### src/rtl/alu8_pkg.sv
package alu8_pkg;

    typedef enum logic [4:0] {
        OP_ADD  = 5'd0,
        OP_ADC  = 5'd1,
        OP_SUB  = 5'd2,
        OP_SBC  = 5'd3,
        OP_CMP  = 5'd4,
        OP_CPC  = 5'd5,
        OP_NEG  = 5'd6,
        OP_AND  = 5'd7,
        OP_OR   = 5'd8,
        OP_XOR  = 5'd9,
        OP_CBR  = 5'd10,
        OP_COM  = 5'd11,
        OP_INC  = 5'd12,
        OP_DEC  = 5'd13,
        OP_LSL  = 5'd14,
        OP_LSR  = 5'd15,
        OP_ROL  = 5'd16,
        OP_ROR  = 5'd17,
        OP_ASR  = 5'd18,
        OP_SWAP = 5'd19
    } alu_op_e;

    // packed MSB first: c lands on bit 0, h on bit 5
    typedef struct packed {
        logic h;
        logic s;
        logic v;
        logic n;
        logic z;
        logic c;
    } flags_t;

    localparam int unsigned FLAG_W = $bits(flags_t);

    function automatic logic is_logic_op(input logic [4:0] op);
        return op inside {OP_AND, OP_OR, OP_XOR, OP_CBR};
    endfunction

    function automatic logic is_shift_op(input logic [4:0] op);
        return op inside {OP_LSL, OP_LSR, OP_ROL, OP_ROR, OP_ASR};
    endfunction

endpackage

### src/rtl/alu8_addsub.sv
module alu8_addsub #(
    parameter int unsigned W = 8
) (
    input  logic [W-1:0] a_i,
    input  logic [W-1:0] b_i,
    input  logic         cin_i,
    input  logic         sub_i,
    output logic [W-1:0] sum_o,
    output logic         c_o,
    output logic         h_o,
    output logic         v_o
);
    localparam int unsigned HW = W / 2;

    logic [W:0]  full;
    logic [HW:0] half;

    always_comb begin
        if (sub_i) begin
            full = {1'b0, a_i} - {1'b0, b_i} - (W+1)'(cin_i);
            half = {1'b0, a_i[HW-1:0]} - {1'b0, b_i[HW-1:0]} - (HW+1)'(cin_i);
        end else begin
            full = {1'b0, a_i} + {1'b0, b_i} + (W+1)'(cin_i);
            half = {1'b0, a_i[HW-1:0]} + {1'b0, b_i[HW-1:0]} + (HW+1)'(cin_i);
        end
    end

    assign sum_o = full[W-1:0];
    // top bit is carry for add and borrow for subtract
    assign c_o   = full[W];
    assign h_o   = half[HW];

    always_comb begin
        if (sub_i)
            v_o = (a_i[W-1] ^ b_i[W-1]) & (a_i[W-1] ^ full[W-1]);
        else
            v_o = ~(a_i[W-1] ^ b_i[W-1]) & (a_i[W-1] ^ full[W-1]);
    end

endmodule

### src/rtl/alu8_bitwise.sv
module alu8_bitwise
    import alu8_pkg::*;
#(
    parameter int unsigned W = 8
) (
    input  logic [4:0]   op_i,
    input  logic [W-1:0] a_i,
    input  logic [W-1:0] b_i,
    output logic [W-1:0] res_o
);
    localparam int unsigned HW = W / 2;

    logic [W-1:0] swapped;

    genvar gi;
    generate
        for (gi = 0; gi < HW; gi++) begin : g_swap
            assign swapped[gi]      = a_i[gi + HW];
            assign swapped[gi + HW] = a_i[gi];
        end
    endgenerate

    always_comb begin
        unique case (op_i)
            OP_AND:  res_o = a_i & b_i;
            OP_OR:   res_o = a_i | b_i;
            OP_XOR:  res_o = a_i ^ b_i;
            OP_CBR:  res_o = a_i & ~b_i;
            OP_COM:  res_o = ~a_i;
            OP_SWAP: res_o = swapped;
            default: res_o = '0;
        endcase
    end

endmodule

### src/rtl/alu8_shifter.sv
module alu8_shifter
    import alu8_pkg::*;
#(
    parameter int unsigned W = 8
) (
    input  logic [4:0]   op_i,
    input  logic [W-1:0] a_i,
    input  logic         cin_i,
    output logic [W-1:0] res_o,
    output logic         c_o
);
    always_comb begin
        res_o = '0;
        c_o   = 1'b0;
        unique case (op_i)
            OP_LSL: begin res_o = {a_i[W-2:0], 1'b0};     c_o = a_i[W-1]; end
            OP_LSR: begin res_o = {1'b0, a_i[W-1:1]};     c_o = a_i[0];   end
            OP_ROL: begin res_o = {a_i[W-2:0], cin_i};    c_o = a_i[W-1]; end
            OP_ROR: begin res_o = {cin_i, a_i[W-1:1]};    c_o = a_i[0];   end
            OP_ASR: begin res_o = {a_i[W-1], a_i[W-1:1]}; c_o = a_i[0];   end
            default: ;
        endcase
    end

endmodule

### src/rtl/alu8_flags.sv
module alu8_flags
    import alu8_pkg::*;
#(
    parameter int unsigned W = 8
) (
    input  logic         clk_i,
    input  logic         rst_ni,
    input  logic         en_i,
    input  logic [4:0]   op_i,
    input  logic [W-1:0] a_i,
    input  logic [W-1:0] b_i,
    output logic [W-1:0] res_o,
    output logic         wr_o,
    output logic [5:0]   flags_o
);
    typedef struct packed {
        logic [W-1:0] a;
        logic [W-1:0] b;
        logic         cin;
        logic         sub;
    } arith_sel_t;

    typedef struct packed {
        flags_t       flags;
        logic [W-1:0] res;
        logic         wr;
    } nxt_t;

    flags_t       flags_q;
    nxt_t         nxt_d;
    arith_sel_t   sel_d;
    logic [W-1:0] as_sum, bw_res, sh_res;
    logic         as_c, as_h, as_v, sh_c;

    // operand selection for the shared adder/subtractor
    always_comb begin
        sel_d.a   = a_i;
        sel_d.b   = b_i;
        sel_d.cin = 1'b0;
        sel_d.sub = 1'b0;
        unique case (op_i)
            OP_ADC: sel_d.cin = flags_q.c;
            OP_SUB, OP_CMP: sel_d.sub = 1'b1;
            OP_SBC, OP_CPC: begin sel_d.sub = 1'b1; sel_d.cin = flags_q.c; end
            OP_NEG: begin sel_d.sub = 1'b1; sel_d.a = '0; sel_d.b = a_i; end
            OP_INC: sel_d.b = W'(1);
            OP_DEC: begin sel_d.sub = 1'b1; sel_d.b = W'(1); end
            default: ;
        endcase
    end

    alu8_addsub #(.W(W)) u_addsub (
        .a_i   (sel_d.a),
        .b_i   (sel_d.b),
        .cin_i (sel_d.cin),
        .sub_i (sel_d.sub),
        .sum_o (as_sum),
        .c_o   (as_c),
        .h_o   (as_h),
        .v_o   (as_v)
    );

    alu8_bitwise #(.W(W)) u_bitwise (
        .op_i  (op_i),
        .a_i   (a_i),
        .b_i   (b_i),
        .res_o (bw_res)
    );

    alu8_shifter #(.W(W)) u_shifter (
        .op_i  (op_i),
        .a_i   (a_i),
        .cin_i (flags_q.c),
        .res_o (sh_res),
        .c_o   (sh_c)
    );

    // next-value process
    always_comb begin
        flags_t f;
        logic   upd;
        f         = flags_q;
        upd       = 1'b1;
        nxt_d.res = '0;
        unique case (op_i)
            OP_ADD, OP_ADC, OP_SUB, OP_CMP, OP_NEG: begin
                nxt_d.res = as_sum;
                f.c = as_c;
                f.h = as_h;
                f.v = as_v;
                f.z = (as_sum == '0);
            end
            OP_SBC, OP_CPC: begin
                nxt_d.res = as_sum;
                f.c = as_c;
                f.h = as_h;
                f.v = as_v;
                f.z = (as_sum == '0) & flags_q.z;
            end
            OP_INC, OP_DEC: begin
                nxt_d.res = as_sum;
                f.v = as_v;
                f.z = (as_sum == '0);
            end
            OP_AND, OP_OR, OP_XOR, OP_CBR: begin
                nxt_d.res = bw_res;
                f.v = 1'b0;
                f.z = (bw_res == '0);
            end
            OP_COM: begin
                nxt_d.res = bw_res;
                f.c = 1'b1;
                f.v = 1'b0;
                f.z = (bw_res == '0);
            end
            OP_LSL, OP_LSR, OP_ROL, OP_ROR, OP_ASR: begin
                nxt_d.res = sh_res;
                f.c = sh_c;
                f.v = sh_res[W-1] ^ sh_c;
                f.z = (sh_res == '0);
            end
            OP_SWAP: begin
                nxt_d.res = bw_res;
                upd = 1'b0;
            end
            default: upd = 1'b0;
        endcase
        if (upd) begin
            f.n = nxt_d.res[W-1];
            f.s = f.n ^ f.v;
        end
        nxt_d.flags = en_i ? f : flags_q;
        nxt_d.wr    = en_i && (op_i <= OP_SWAP) && !(op_i inside {OP_CMP, OP_CPC});
    end

    // register process
    always_ff @(posedge clk_i or negedge rst_ni) begin
        if (!rst_ni) flags_q <= '0;
        else         flags_q <= nxt_d.flags;
    end

    assign res_o   = nxt_d.res;
    assign wr_o    = nxt_d.wr;
    assign flags_o = flags_q;

    // ---------------------------------------------------------------
    assert_hold_idle_R11: assert property (@(posedge clk_i) disable iff (!rst_ni)
        (!en_i || op_i > OP_SWAP) |=> flags_o == $past(flags_o));

    assert_swap_quiet_R9: assert property (@(posedge clk_i) disable iff (!rst_ni)
        (en_i && op_i == OP_SWAP) |=> flags_o == $past(flags_o));

    assert_logic_keeps_ch_R5: assert property (@(posedge clk_i) disable iff (!rst_ni)
        (en_i && is_logic_op(op_i)) |=>
            (flags_o[0] == $past(flags_o[0])) && (flags_o[5] == $past(flags_o[5])) && !flags_o[3]);

    assert_chain_zero_R4: assert property (@(posedge clk_i) disable iff (!rst_ni)
        (en_i && (op_i == OP_SBC || op_i == OP_CPC) && !flags_o[1]) |=> !flags_o[1]);

    assert_shift_ovf_R8: assert property (@(posedge clk_i) disable iff (!rst_ni)
        (en_i && is_shift_op(op_i)) |=> flags_o[3] == (flags_o[2] ^ flags_o[0]));

    assert_add_value_R2: assert property (@(posedge clk_i) disable iff (!rst_ni)
        (en_i && op_i == OP_ADD) |-> res_o == W'(a_i + b_i));

    assert_sign_parity_R10: assert property (@(posedge clk_i) disable iff (!rst_ni)
        (en_i && op_i < OP_SWAP) |=> flags_o[4] == (flags_o[2] ^ flags_o[3]));

    assert_cmp_no_write_R3: assert property (@(posedge clk_i) disable iff (!rst_ni)
        (op_i == OP_CMP) |-> !wr_o);

endmodule

### config.mk
export PLATFORM = sky130hd
export DESIGN_NAME = alu8_flags
export DESIGN_NICKNAME = d
export VERILOG_FILES = /design/src/rtl/alu8_pkg.sv /design/src/rtl/alu8_addsub.sv /design/src/rtl/alu8_bitwise.sv /design/src/rtl/alu8_shifter.sv /design/src/rtl/alu8_flags.sv
export SDC_FILE = /design/constraint.sdc
export NUM_CORES = 1
export LEC_CHECK = 0
export BUFFER_PORTS_ARGS = -buffer_cell sky130_fd_sc_hd__buf_4
export CAP_MARGIN = 0
export CORE_ASPECT_RATIO = 0.7
export CORE_MARGIN = 3
export CORE_UTILIZATION = 53
export DETAILED_ROUTE_END_ITERATION = 6
export GPL_TIMING_DRIVEN = 0
export PLACE_DENSITY = 0.79
export SLEW_MARGIN = 20
export SYNTH_ARGS = -nofsm -noshare
export SYNTH_HDL_FRONTEND = slang
export SYNTH_SLANG_ARGS = --single-unit
### constraint.sdc
create_clock -name clk_i -period 3.7 [get_ports clk_i]
set_clock_uncertainty 0.15 [all_clocks]
set_input_delay 0.37 -clock clk_i [delete_from_list [all_inputs] [get_ports clk_i]]
set_output_delay 0.37 -clock clk_i [all_outputs]
set_load 0.1 [all_outputs]
==> insert_results.sql <==
INSERT INTO impl_metrics (metric_group, metric, value, unit) VALUES
('status', 'outcome', 'finished, violations left', ''),
('status', 'violated_checks', 'negative setup slack', ''),
('placed_design', 'port_buffers', '34', ''),
('final_layout', 'layout.filler_cells', '240', ''),
('sta', 'slew_viol_final', '0', ''),
('worst_setup_path', 'startpoint_type', 'primary input', ''),
('yosys', 'ys.flop_type', 'sky130_fd_sc_hd__dfrtp_1', ''),
('clock_network', 'cts_inserted_buffers', '3', ''),
('worst_setup_path', 'critPathKind', 'in2out', ''),
('pwr', 'ir_drop', '603', 'µV'),
('sta', 'final_hold_viol_count', '0', ''),
('final_layout', 'largest_register_ffs', '6', ''),
('worst_setup_path', 'timing.critical_path.to_type', 'output port', ''),
('sta', 'worst_slew_pin_slew', '0.831', 'ns'),
('floorplan', 'die_w', '86.7', 'µm'),
('worst_setup_path', 'r2r_cells', '12', ''),
('global_route', 'globalRouteOverflowTotal', '0', ''),
('global_route', 'antenna_found_initial', '0', ''),
('sta', 'setup_repair_after_global_routing_missed_its_margin', 'true', ''),
('global_route', 'wire_length_of_the_first_global_routing_pass', '13800', 'µm'),
('final_layout', 'layout.area.seq', '150', 'µm²'),
('floorplan', 'core_area', '4140', 'µm²'),
('sta', 'postLayoutSetupSlackWorst', '-0.0778', 'ns'),
('yosys', 'yosysUniqueCellTypes', '62', ''),
('floorplan', 'floorplan.initialDensity', '0.584', ''),
('pwr', 'p_leak', '1.54', 'nW'),
('final_layout', 'multi_input_comb_area', '2450', 'µm²'),
('clock_network', 'htreeDepth', '1', ''),
('yosys', 'seq_area_frac_synth', '0.0622', ''),
('routing', 'initial_drc_count', '414', ''),
('placed_design', 'gp_congestion', '0.959', ''),
('global_route', 'globalRouteTotalUtil', '0.309', ''),
('clock_network', 'clockRootBuffer', 'sky130_fd_sc_hd__clkbuf_8', ''),
('worst_setup_path', 'worstPathMaxFanout', '8', ''),
('yosys', 'synth_fp_nets', '404', ''),
('yosys', 'synthesis.yosys.warnings', '0', ''),
('routing', 'vias', '3114', ''),
('job', 'timing.max_cap.violations', '0', ''),
('floorplan', 'fp.dieArea', '5420', 'µm²'),
('yosys', 'count_of_state_elements_after_synthesis', '6', ''),
('routing', 'wl_per_cell', '19.6', 'µm'),
('sta', 'timing.final.setup_violations', '4', ''),
('final_layout', 'drive_above_1_share', '0.345', ''),
('final_layout', 'nets_final', '469', ''),
('yosys', 'synthCells', '349', ''),
('worst_setup_path', 'rr_startpoint', 'flags_o[0]', ''),
('sta', 'final_min_period_over_clock_period', '1.02', ''),
('global_route', 'grt_pass1_vias', '2858', ''),
('routing', 'dr_pass1_iterations', '7', ''),
('clock_network', 'clk-insertion-delay-late', '0.22', 'ns'),
('yosys', 'syn_avg_cell_area', '6.92', 'µm²'),
('worst_setup_path', 'rrSetupSlack', '0.24', 'ns'),
('routing', 'total_wire_length', '9080', 'µm'),
('sta', 'maxClockFrequency', '265', 'MHz'),
('floorplan', 'total_number_of_placement_rows', '19', ''),
('yosys', 'count_of_flip_flops_with_a_built_in_enable_after_synthesis', '0', ''),
('placed_design', 'placed_cell_area', '2950', 'µm²'),
('sta', 'tns', '-0.180', 'ns'),
('yosys', 'post-synth-top-area-cell', 'sky130_fd_sc_hd__ha_1', ''),
('yosys', 'synthArstFlopShare', '1.00', ''),
('worst_setup_path', 'end_of_the_worst_register_to_register_path', 'flags_o[4]', ''),
('global_route', 'pin_count_of_the_biggest_net_entering_global_routing', '20', ''),
('final_layout', 'postLayoutCellArea', '3570', 'µm²'),
('yosys', 'yosys-top-cells-area', 'sky130_fd_sc_hd__ha_1 14%, sky130_fd_sc_hd__dfrtp_1 6.2%, sky130_fd_sc_hd__inv_1 6.2%', ''),
('sta', 'max_slew_headroom_at_the_worst_pin', '0.446', ''),
('clock_network', 'tritoncts', 'built', ''),
('clock_network', 'clk_pin_slew', '0.04', 'ns'),
('clock_network', 'tritoncts_num_sinks', '6', ''),
('final_layout', 'flow.area_growth_from_synthesis', '47.9', '%'),
('clock_network', 'cts-root-to-sink-buffers', '2', ''),
('min_path', 'min_path_type', 'in2async', ''),
('floorplan', 'ioPinCount', '39', ''),
('yosys', 'post-synth-top-area-fraction', '0.140', ''),
('worst_setup_path', 'crit_required', '3.18', 'ns'),
('worst_setup_path', 'crit_arrival', '3.26', 'ns'),
('placed_design', 'hpwl', '6250', 'µm'),
('floorplan', 'fp.dieH', '62.5', 'µm'),
('sta', 'final_period_minus_worst_setup_slack', '3.78', 'ns'),
('routing', 'route.antenna.remaining_nets', '0', ''),
('final_layout', 'antenna-diode-count', '0', ''),
('pwr', 'pwr_density_cell', '301', 'nW/µm²'),
('yosys', 'mappedNetlistArea', '2410', 'µm²'),
('routing', 'vias_per_cell', '6.71', ''),
('routing', 'drc', '0', '');
==> area by class of cell <==
type,count,area share
clock buffers,3,0.0116
plain buffers,16,0.0448
multi-input cells,281,0.685
flip-flops and latches,6,0.0420
repair buffers,64,0.152
inverters,42,0.0466
well taps,52,0.0182
==> cell usage after synthesis, drive strengths merged (8+ instances only) <==
cell / count
nand2: 24
nand3: 23
inv: 42
nor2: 26
a21oi: 18
ha: 27
a31oi: 9
clkbuf: 12
buf: 8
o22ai: 9
o21ai: 21
xnor2: 14
==> cells in the final DEF (no fill, tap or decap), types with 3 or more instances in the layout <==
cell type,instances
sky130_fd_sc_hd__buf_4,55
sky130_fd_sc_hd__inv_1,34
sky130_fd_sc_hd__nor2_1,23
sky130_fd_sc_hd__nand3_1,21
sky130_fd_sc_hd__nand2_1,20
sky130_fd_sc_hd__o21ai_0,16
sky130_fd_sc_hd__a21oi_1,14
sky130_fd_sc_hd__ha_1,14
sky130_fd_sc_hd__xnor2_1,12
sky130_fd_sc_hd__ha_4,12
sky130_fd_sc_hd__clkbuf_1,8
sky130_fd_sc_hd__buf_6,8
sky130_fd_sc_hd__a31oi_1,7
sky130_fd_sc_hd__a211oi_1,7
sky130_fd_sc_hd__o211ai_1,7
sky130_fd_sc_hd__o22ai_4,6
sky130_fd_sc_hd__o2bb2ai_1,6
sky130_fd_sc_hd__a22oi_1,6
sky130_fd_sc_hd__dfrtp_1,6
sky130_fd_sc_hd__nor2b_4,5
sky130_fd_sc_hd__inv_2,5
sky130_fd_sc_hd__nand2b_1,5
sky130_fd_sc_hd__a21o_1,5
sky130_fd_sc_hd__mux2i_1,5
sky130_fd_sc_hd__buf_12,4
sky130_fd_sc_hd__nand4_1,4
sky130_fd_sc_hd__nand2_2,3
sky130_fd_sc_hd__and3_1,3
sky130_fd_sc_hd__nand3b_1,3
sky130_fd_sc_hd__and2_1,3
sky130_fd_sc_hd__a221oi_1,3
sky130_fd_sc_hd__a32oi_1,3
sky130_fd_sc_hd__nor3_1,3
sky130_fd_sc_hd__o22a_1,3
sky130_fd_sc_hd__fa_2,3
sky130_fd_sc_hd__clkbuf_8,3
==> per-stage QoR <==
| stage | util | total power, mW | setup slack (ns) | hold WS [ns] | cells |
|---|---|---|---|---|---|
| after floorplan | - | 0.668 | -0.612 | -0.0756 | 349 |
| after global placement | 0.713 | 0.815 | -0.465 | 0.0261 | 435 |
| after detailed placement | 0.713 | 0.827 | -0.501 | 0.0285 | 435 |
| after CTS | 0.813 | 0.988 | -0.100 | 0.335 | 460 |
| after global routing | 0.864 | 1.12 | -0.148 | 0.360 | 464 |
| final | 0.864 | 1.08 | -0.0778 | 0.345 | 464 |
==> critical path, stage by stage <==
cell,delay [ns]
sky130_fd_sc_hd__buf_12,0.08
sky130_fd_sc_hd__nor2b_4,0.18
sky130_fd_sc_hd__buf_6,0.12
sky130_fd_sc_hd__nand3_4,0.13
sky130_fd_sc_hd__clkbuf_16,0.22
sky130_fd_sc_hd__buf_6,0.14
sky130_fd_sc_hd__o22ai_4,0.18
sky130_fd_sc_hd__ha_4,0.25
sky130_fd_sc_hd__or3_1,0.36
sky130_fd_sc_hd__o21ai_0,0.15
sky130_fd_sc_hd__a31oi_2,0.11
sky130_fd_sc_hd__xnor2_1,0.20
sky130_fd_sc_hd__o311a_1,0.35
sky130_fd_sc_hd__and2_4,0.19
sky130_fd_sc_hd__clkinvlp_4,0.07
sky130_fd_sc_hd__buf_12,0.16
==> power by group <==
| group | total [mW] | switching [mW] | internal [mW] | leakage [nW] |
|---|---|---|---|---|
| combinational | 0.886 | 0.564 | 0.322 | 1.45 |
| sequential | 0.0928 | 0.0121 | 0.0807 | 0.0694 |
| clock | 0.0977 | 0.0278 | 0.0699 | 0.0216 |
==> what timing repair did <==
item,4_1_cts,5_1_grt
buffers inserted,24,5
hold buffers,1,0
gates resized for setup,41,33
setup endpoints to repair,6,6
pin swaps,15,18
hold endpoints to repair,6,0
==> routing by layer <==
layer,GRT usage,vias to the layer above,wire length (µm)
met5,0,-,0
met4,0.0661,0,213
met3,0.0646,37,1090
met2,0.504,238,4110
met1,0.417,1445,3660
li1,-,1394,-
==> cell families (layout without fill, tap and decap cells) <==
kind of cell | after synthesis | after routing | share of synthesized area
flip-flops | 6 | 6 | 0.0622
buffers and inverters | 62 | 125 | 0.106
AO/OA/AOI/OAI | 109 | 109 | 0.310
XOR/XNOR | 15 | 15 | 0.0544
multiplexers | 5 | 5 | 0.0207
adder cells (fa/ha/maj) | 31 | 31 | 0.173
AND/OR/NAND/NOR | 121 | 121 | 0.273
==> worst max-delay path by stage <==
| stage | startpoint | endpoint | slack (ns) | depth (start not counted) |
|---|---|---|---|---|
| final | op_i[1] | res_o[7] | -0.08 | 16 |
| after detailed placement | op_i[2] | res_o[7] | -0.50 | 15 |
| after global routing | op_i[1] | res_o[5] | -0.15 | 17 |
| after global placement | op_i[2] | res_o[7] | -0.47 | 15 |
| after CTS | op_i[3] | res_o[7] | -0.10 | 18 |
| after floorplan | op_i[3] | res_o[6] | -0.61 | 14 |
Note: power is estimated with default switching activity, not from simulation.
